## src/rtl/prbs7_chk_pkg.sv

```systemverilog
package prbs7_chk_pkg;
  // Generator order and feedback tap positions (state bit 0 is newest).
  localparam int unsigned LFSR_LEN = 7;
  localparam int unsigned TAP_HI   = 6;  // x^7 term
  localparam int unsigned TAP_LO   = 5;  // x^6 term
  typedef logic [LFSR_LEN-1:0] lfsr_t;
endpackage

```

## src/rtl/prbs7_ref_gen.sv

```systemverilog
module prbs7_ref_gen
  import prbs7_chk_pkg::*;
#(
  parameter int unsigned WORD_W = 24
) (
  input  logic              clk_i,
  input  logic              rst_i,
  input  logic              start_i,
  input  logic              take_i,
  input  logic [WORD_W-1:0] word_i,
  output logic [WORD_W-1:0] exp_o,
  output logic              armed_o
);
  lfsr_t state_q;
  lfsr_t state_nxt;
  logic  armed_q;

  // Unrolled generator: WORD_W serial steps per cycle, earliest bit to MSB.
  always_comb begin
    lfsr_t s;
    logic  nb;
    s     = state_q;
    exp_o = '0;
    for (int i = 0; i < WORD_W; i++) begin
      nb                = s[TAP_HI] ^ s[TAP_LO];
      exp_o[WORD_W-1-i] = nb;
      s                 = {s[LFSR_LEN-2:0], nb};
    end
    state_nxt = s;
  end

  always_ff @(posedge clk_i) begin
    if (rst_i) begin
      state_q <= '0;
      armed_q <= 1'b0;
    end else if (start_i) begin
      armed_q <= take_i;
      state_q <= take_i ? word_i[LFSR_LEN-1:0] : '0;
    end else if (take_i) begin
      armed_q <= 1'b1;
      state_q <= armed_q ? state_nxt : word_i[LFSR_LEN-1:0];
    end
  end

  assign armed_o = armed_q;

  AST_SEED_REARM: assert property (@(posedge clk_i) disable iff (rst_i)
    (start_i && !take_i) |=> !armed_o);
  AST_SEED_TAKEN: assert property (@(posedge clk_i) disable iff (rst_i)
    take_i |=> armed_o);
endmodule

```

## config.mk

```make
export PLATFORM = sky130hd
export DESIGN_NAME = prbs7_ref_gen
export DESIGN_NICKNAME = d
export VERILOG_FILES = /design/src/rtl/prbs7_chk_pkg.sv /design/src/rtl/prbs7_ref_gen.sv
export SDC_FILE = /design/constraint.sdc
export NUM_CORES = 1
export LEC_CHECK = 0
export BUFFER_PORTS_ARGS = -buffer_cell sky130_fd_sc_hd__buf_2
export CELL_PAD_IN_SITES_DETAIL_PLACEMENT = 1
export CELL_PAD_IN_SITES_GLOBAL_PLACEMENT = 2
export CORE_AREA = 2 2 63 65
export CTS_BUF_LIST = sky130_fd_sc_hd__clkbuf_8 sky130_fd_sc_hd__clkbuf_16
export DETAILED_ROUTE_END_ITERATION = 8
export DIE_AREA = 0 0 65 67
export PLACE_DENSITY_LB_ADDON = 0.3
export SLEW_MARGIN = 5
export SYNTH_ARGS = -nofsm -noshare
export SYNTH_HDL_FRONTEND = slang
export SYNTH_SLANG_ARGS = --single-unit
export TNS_END_PERCENT = 1
```

## constraint.sdc

```tcl
create_clock -name clk_i -period 1.6 [get_ports clk_i]
set_input_delay 0.16 -clock clk_i [delete_from_list [all_inputs] [get_ports clk_i]]
set_output_delay 0.16 -clock clk_i [all_outputs]
set_load 0.01 [all_outputs]
```

# Word-level counts from Yosys, hierarchy flattened
# Cells that the tools add are included.
# totals
output_inout_bits	25
n_memories	0
ram_bits	0
latch_bits	0
regBits	8
romBits	0
# classes
n_div	0
magnitude_cmp	0
n_mux	6
reduce_logical	1
n_bitwise	24
multipliers	0
n_addsub	0
shifts	0
eq_ne	0
# ops
op	count
$mux 7	4
$xor 1x1->1	24
$mux 1	2
$reduce_bool 2->1	1

# Logic depth before layout (Yosys ltp)
# logic_depth
word_depth	7
depth_mapped	5
depth_no_buf	4

# Least setup slack after synthesis
# No wires, ideal clock.
# synth_path
path_kind	reg-to-reg
start	register state_q[6]
end	register state_q[5]
path_stages_with_launch	6
setup_ps	59
required_time_ps	1541
slack_ps	213
arrival_time_ps	1328
synth_period_minus_slack_ps	1387
cell_sequence	dfxtp_1 > clkbuf_8 > xor2_4 > xor2_4 > xor2_2 > a31o_1
# synth_between
elab_chain_len	7
# synth_rtl
element	line	rtl
from (decl)	prbs7_ref_gen.sv:14	lfsr_t state_q;
from (signal assigned)	prbs7_ref_gen.sv:38	state_q <= take_i ? word_i[LFSR_LEN-1:0] : '0;
from (signal assigned)	prbs7_ref_gen.sv:41	state_q <= armed_q ? state_nxt : word_i[LFSR_LEN-1:0];
$xor 1x1->1	prbs7_ref_gen.sv:25	nb = s[TAP_HI] ^ s[TAP_LO];
net exp_o[23]	prbs7_ref_gen.sv:11	output logic [WORD_W-1:0] exp_o,
$xor 1x1->1	prbs7_ref_gen.sv:25	
net exp_o[17]	prbs7_ref_gen.sv:11	
$xor 1x1->1 (2 in a row)	prbs7_ref_gen.sv:25	
net exp_o[5]	prbs7_ref_gen.sv:11	
$mux 7	prbs7_ref_gen.sv:41	
$mux 7	prbs7_ref_gen.sv:39	end else if (take_i) begin
$mux 7	prbs7_ref_gen.sv:36	end else if (start_i) begin
# The timed path passes the listed nets, and every way through them passes these cells. The select of a mux whose other input is x is not followed.
# A chain may end at the register's enable or synchronous reset.

# Worst setup path after layout
# layout_path
start	register state_q[6]
end	output port exp_o[5]
# layout_between
elab_chain_len	4
# layout_rtl
element	line
$xor 1x1->1 (4 in a row)	prbs7_ref_gen.sv:25
to (decl)	prbs7_ref_gen.sv:11
# Every way passes these cells.

==> impl_metrics.py <==
metrics = {
    "setup_path": {
        "cp.depth": 4,
        "critPathSlowestCell": "dfxtp_2",
        "rr_worst_depth": 4,
        "required_ps": 1440,
        "critPathTopFamily": "XOR/XNOR gates",
        "critical_path.max_stage_delay_ps": 410,
        "path_cells": "xor2_4 -> xor2_4 -> xor2_2 -> buf_2",
        "cp-start-kind": "flip-flop",
        "crit_path_end_kind": "output pin",
        "arrival_ps": 1370,
        "crit_type": "reg -> out",
        "critPathBufInv": 1,
        "worstPathMaxFanout": 4,
        "path_common_cell": "xor2_4",
    },
    "route": {
        "ant_nets": 0,
        "vias": 683,
        "vias_per_cell": 4.139,
        "drt-initial-drc-count": 12,
        "finalWirelength_mm": 2.033,
        "first_pass_iters": 4,
        "wl_per_cell_microns": 12.32,
        "post-route-drc-count": 0,
    },
    "synthesis": {
        "netlist.top_cell.by_area": "dfxtp_1",
        "ys_seq_area_share_pct": 21.66,
        "synth.ff_latch_count": 8,
        "synth_edf_count": 0,
        "syn_inst": 80,
        "synth_top_area_share_pct": 21.66,
        "yosysWarningCount": 0,
        "yosys_most_used_dff": "dfxtp_1",
        "synthArstFlopShare_pct": 0,
        "avgSynthCellArea_sq_um": 9.243,
        "syn_area_sq_um": 739.5,
        "synthTopCellsByArea": "dfxtp_1 22%, xor2_1 19%, xor2_4 11%",
        "yosysUniqueCellTypes": 24,
        "synth_fp_nets": 108,
    },
    "power_and_ir_drop": {
        "p_sw_share_pct": 35.90,
        "p_comb_share_pct": 41.4,
        "p_int_uw": 539.7,
        "p_sw_uw": 302.3,
        "pwr-share-seq_pct": 29.2,
        "clkPwrFrac_pct": 29.4,
        "vdd_drop_max_mv": 0.1761,
        "powerDensity_nw_per_um2": 841.2,
        "p_leak_nw": 0.5165,
    },
    "floorplan": {
        "coreArea_sq_um": 3606,
        "die_h_microns": 67,
        "rows": 22,
        "die_w_microns": 65,
        "io_pins": 53,
        "die-area_sq_um": 4355,
        "start_util_pct": 20.51,
    },
    "timing": {
        "finalHoldViolCount": 0,
        "relSlewSlack_pct": 72.78,
        "drv_slew": 0,
        "fin_crit_ps": 1531,
        "worst_pin_slew_ps": 405.1,
        "setup_viol": 0,
        "max_freq_ghz": 0.6531,
        "rsz0062_at_grt": "yes",
        "skew_ps": 6.521,
        "final.period_utilization_pct": 95.70,
    },
    "finish": {
        "final_util_pct": 27.76,
        "seq_area_sq_um": 170.2,
        "num-nets-final": 147,
        "fillers": 446,
        "multi_input_area_sq_um": 494.2,
        "syn2layout_area_growth_pct": 35.36,
        "drive_gt1_share_pct": 47.01,
        "num_antenna_cells": 0,
        "instances_no_fill": 165,
    },
    "placed_design": {
        "dpl.hpwl_mm": 1.697,
        "dp_cells": 162,
        "portBuffers": 35,
        "globalplace.congestion": 0.7410,
    },
    "global_route": {
        "antenna_found_initial": 0,
        "grt_pass1_vias": 707,
        "grt_overflow": 0,
        "grt_pass1_wl_mm": 3.318,
        "grt_max_degree": 15,
        "grt.total_usage_pct": 10.17,
    },
    "clock_tree": {
        "clk_latency_ps": 230,
        "numCtsBuffers": 3,
        "clock_path_buffers": 2,
        "post_cts_buffers": 0,
        "htree_levels": 1,
        "post_cts_resized": 3,
        "postCtsHoldBufs": 0,
        "cts_root_buf": "clkbuf_8",
        "clk_pin_slew_worst_paths_ps": 50,
        "cts_tree": "built",
        "clock_sinks": 8,
    },
    "run": {
        "cap_violations": 0,
    },
    "run_status": {
        "status": "finished, final reports clean",
    },
    "min_path": {
        "min_path_type": "in -> reg",
        "holdPathStages": 2,
    },
}
-- path summary, 6_finish.rpt --
path                            startpoint          to  slack (ps)
worst min register to register  state_q[4]  state_q[4]         570
worst min-delay path                 rst_i  state_q[2]         190
worst max register to register  state_q[0]  state_q[0]         370
worst max-delay path            state_q[6]    exp_o[5]          70
-- power by group through the flow --
stage	registers (mW)	logic (mW)	clock network, mW
4_1_cts	0.246	0.356	0.254
3_3_place_gp	0.248	0.351	0
3_5_place_dp	0.248	0.356	0
5_1_grt	0.248	0.382	0.266
6_report	0.246	0.349	0.248
2_1_floorplan	0.221	0.243	0
-- state kept, by name, indices dropped and copies added, names as in the netlist --
signal / cells
state_q: 7
armed_o: 1
-- routing by layer --
metal | wire length [microns] | GRT usage [%] | part of all wire, % | vias up
li1 | - | - | - | 338
met1 | 840 | 11.78 | 41 | 305
met2 | 988 | 17.27 | 49 | 33
met3 | 134 | 1.182 | 6.6 | 7
met4 | 69 | 7.447 | 3.4 | 0
met5 | 0 | 0 | 0 | -
-- placed cells by master, fill, tap and decap left out, types with 3 or more instances in the layout --
cell,Yosys,final
buf_2,2,35
xor2_1,16,16
nor2_1,7,7
buf_4,0,7
xnor2_1,6,6
o21ai_0,6,6
nand2_1,5,5
dfxtp_2,0,5
xor2_4,3,3
nand3_1,3,3
clkbuf_8,3,3
-- area by class of cell --
cell class	count	share of cell area, %
inverter	2	0.7500
sequential	8	17.00
clock buffer	3	4.125
multi-input combinational	62	49.38
timing repair buffer	42	22.75
tap	48	6.000
-- logic make-up (layout without fill, tap and decap cells) --
logic type / after synthesis / in the layout / synth area share, %
buffers and inverters: 10 / 47 / 11.51
xor gates and xnor gates: 26 / 26 / 39.42
DFF: 8 / 8 / 21.66
and+or+nand+nor: 23 / 23 / 15.90
AOI/OAI and AO/OA: 13 / 13 / 11.51
-- cell usage after synthesis, drive strengths merged, types with 2 or more instances --
master	instances
buf	4
nand4b	2
a31oi	2
xnor2	6
nand2	5
nand3b	2
a32oi	2
o21ai	6
dfxtp	8
clkbuf	4
xor2	20
inv	2
nand3	3
nor2	7
nand2b	2
-- worst reg2reg max path, stage by stage, from the launching register on --
cell      delay [ps]
dfxtp_2          440
buf_4            200
nand2b_1          60
a21o_1           170
a221oi_1         260
-- metrics by stage --
step | TNS (ps) | hold slack (ps) | power (mW) | setup slack (ps) | area, sq um
floorplan | 0 | 229.4 | 0.4644 | 213.3 | 739.5
global placement | 0 | 408.8 | 0.5993 | 158.5 | 949.7
detailed placement | 0 | 429.4 | 0.6040 | 144.1 | 949.7
CTS | 0 | 190.7 | 0.8559 | 13.08 | 994.7
global route | -13.88 | 205.2 | 0.8965 | -13.88 | 1001
finish | 0 | 186.5 | 0.8420 | 68.86 | 1001
(Power assumes the default switching activity.)
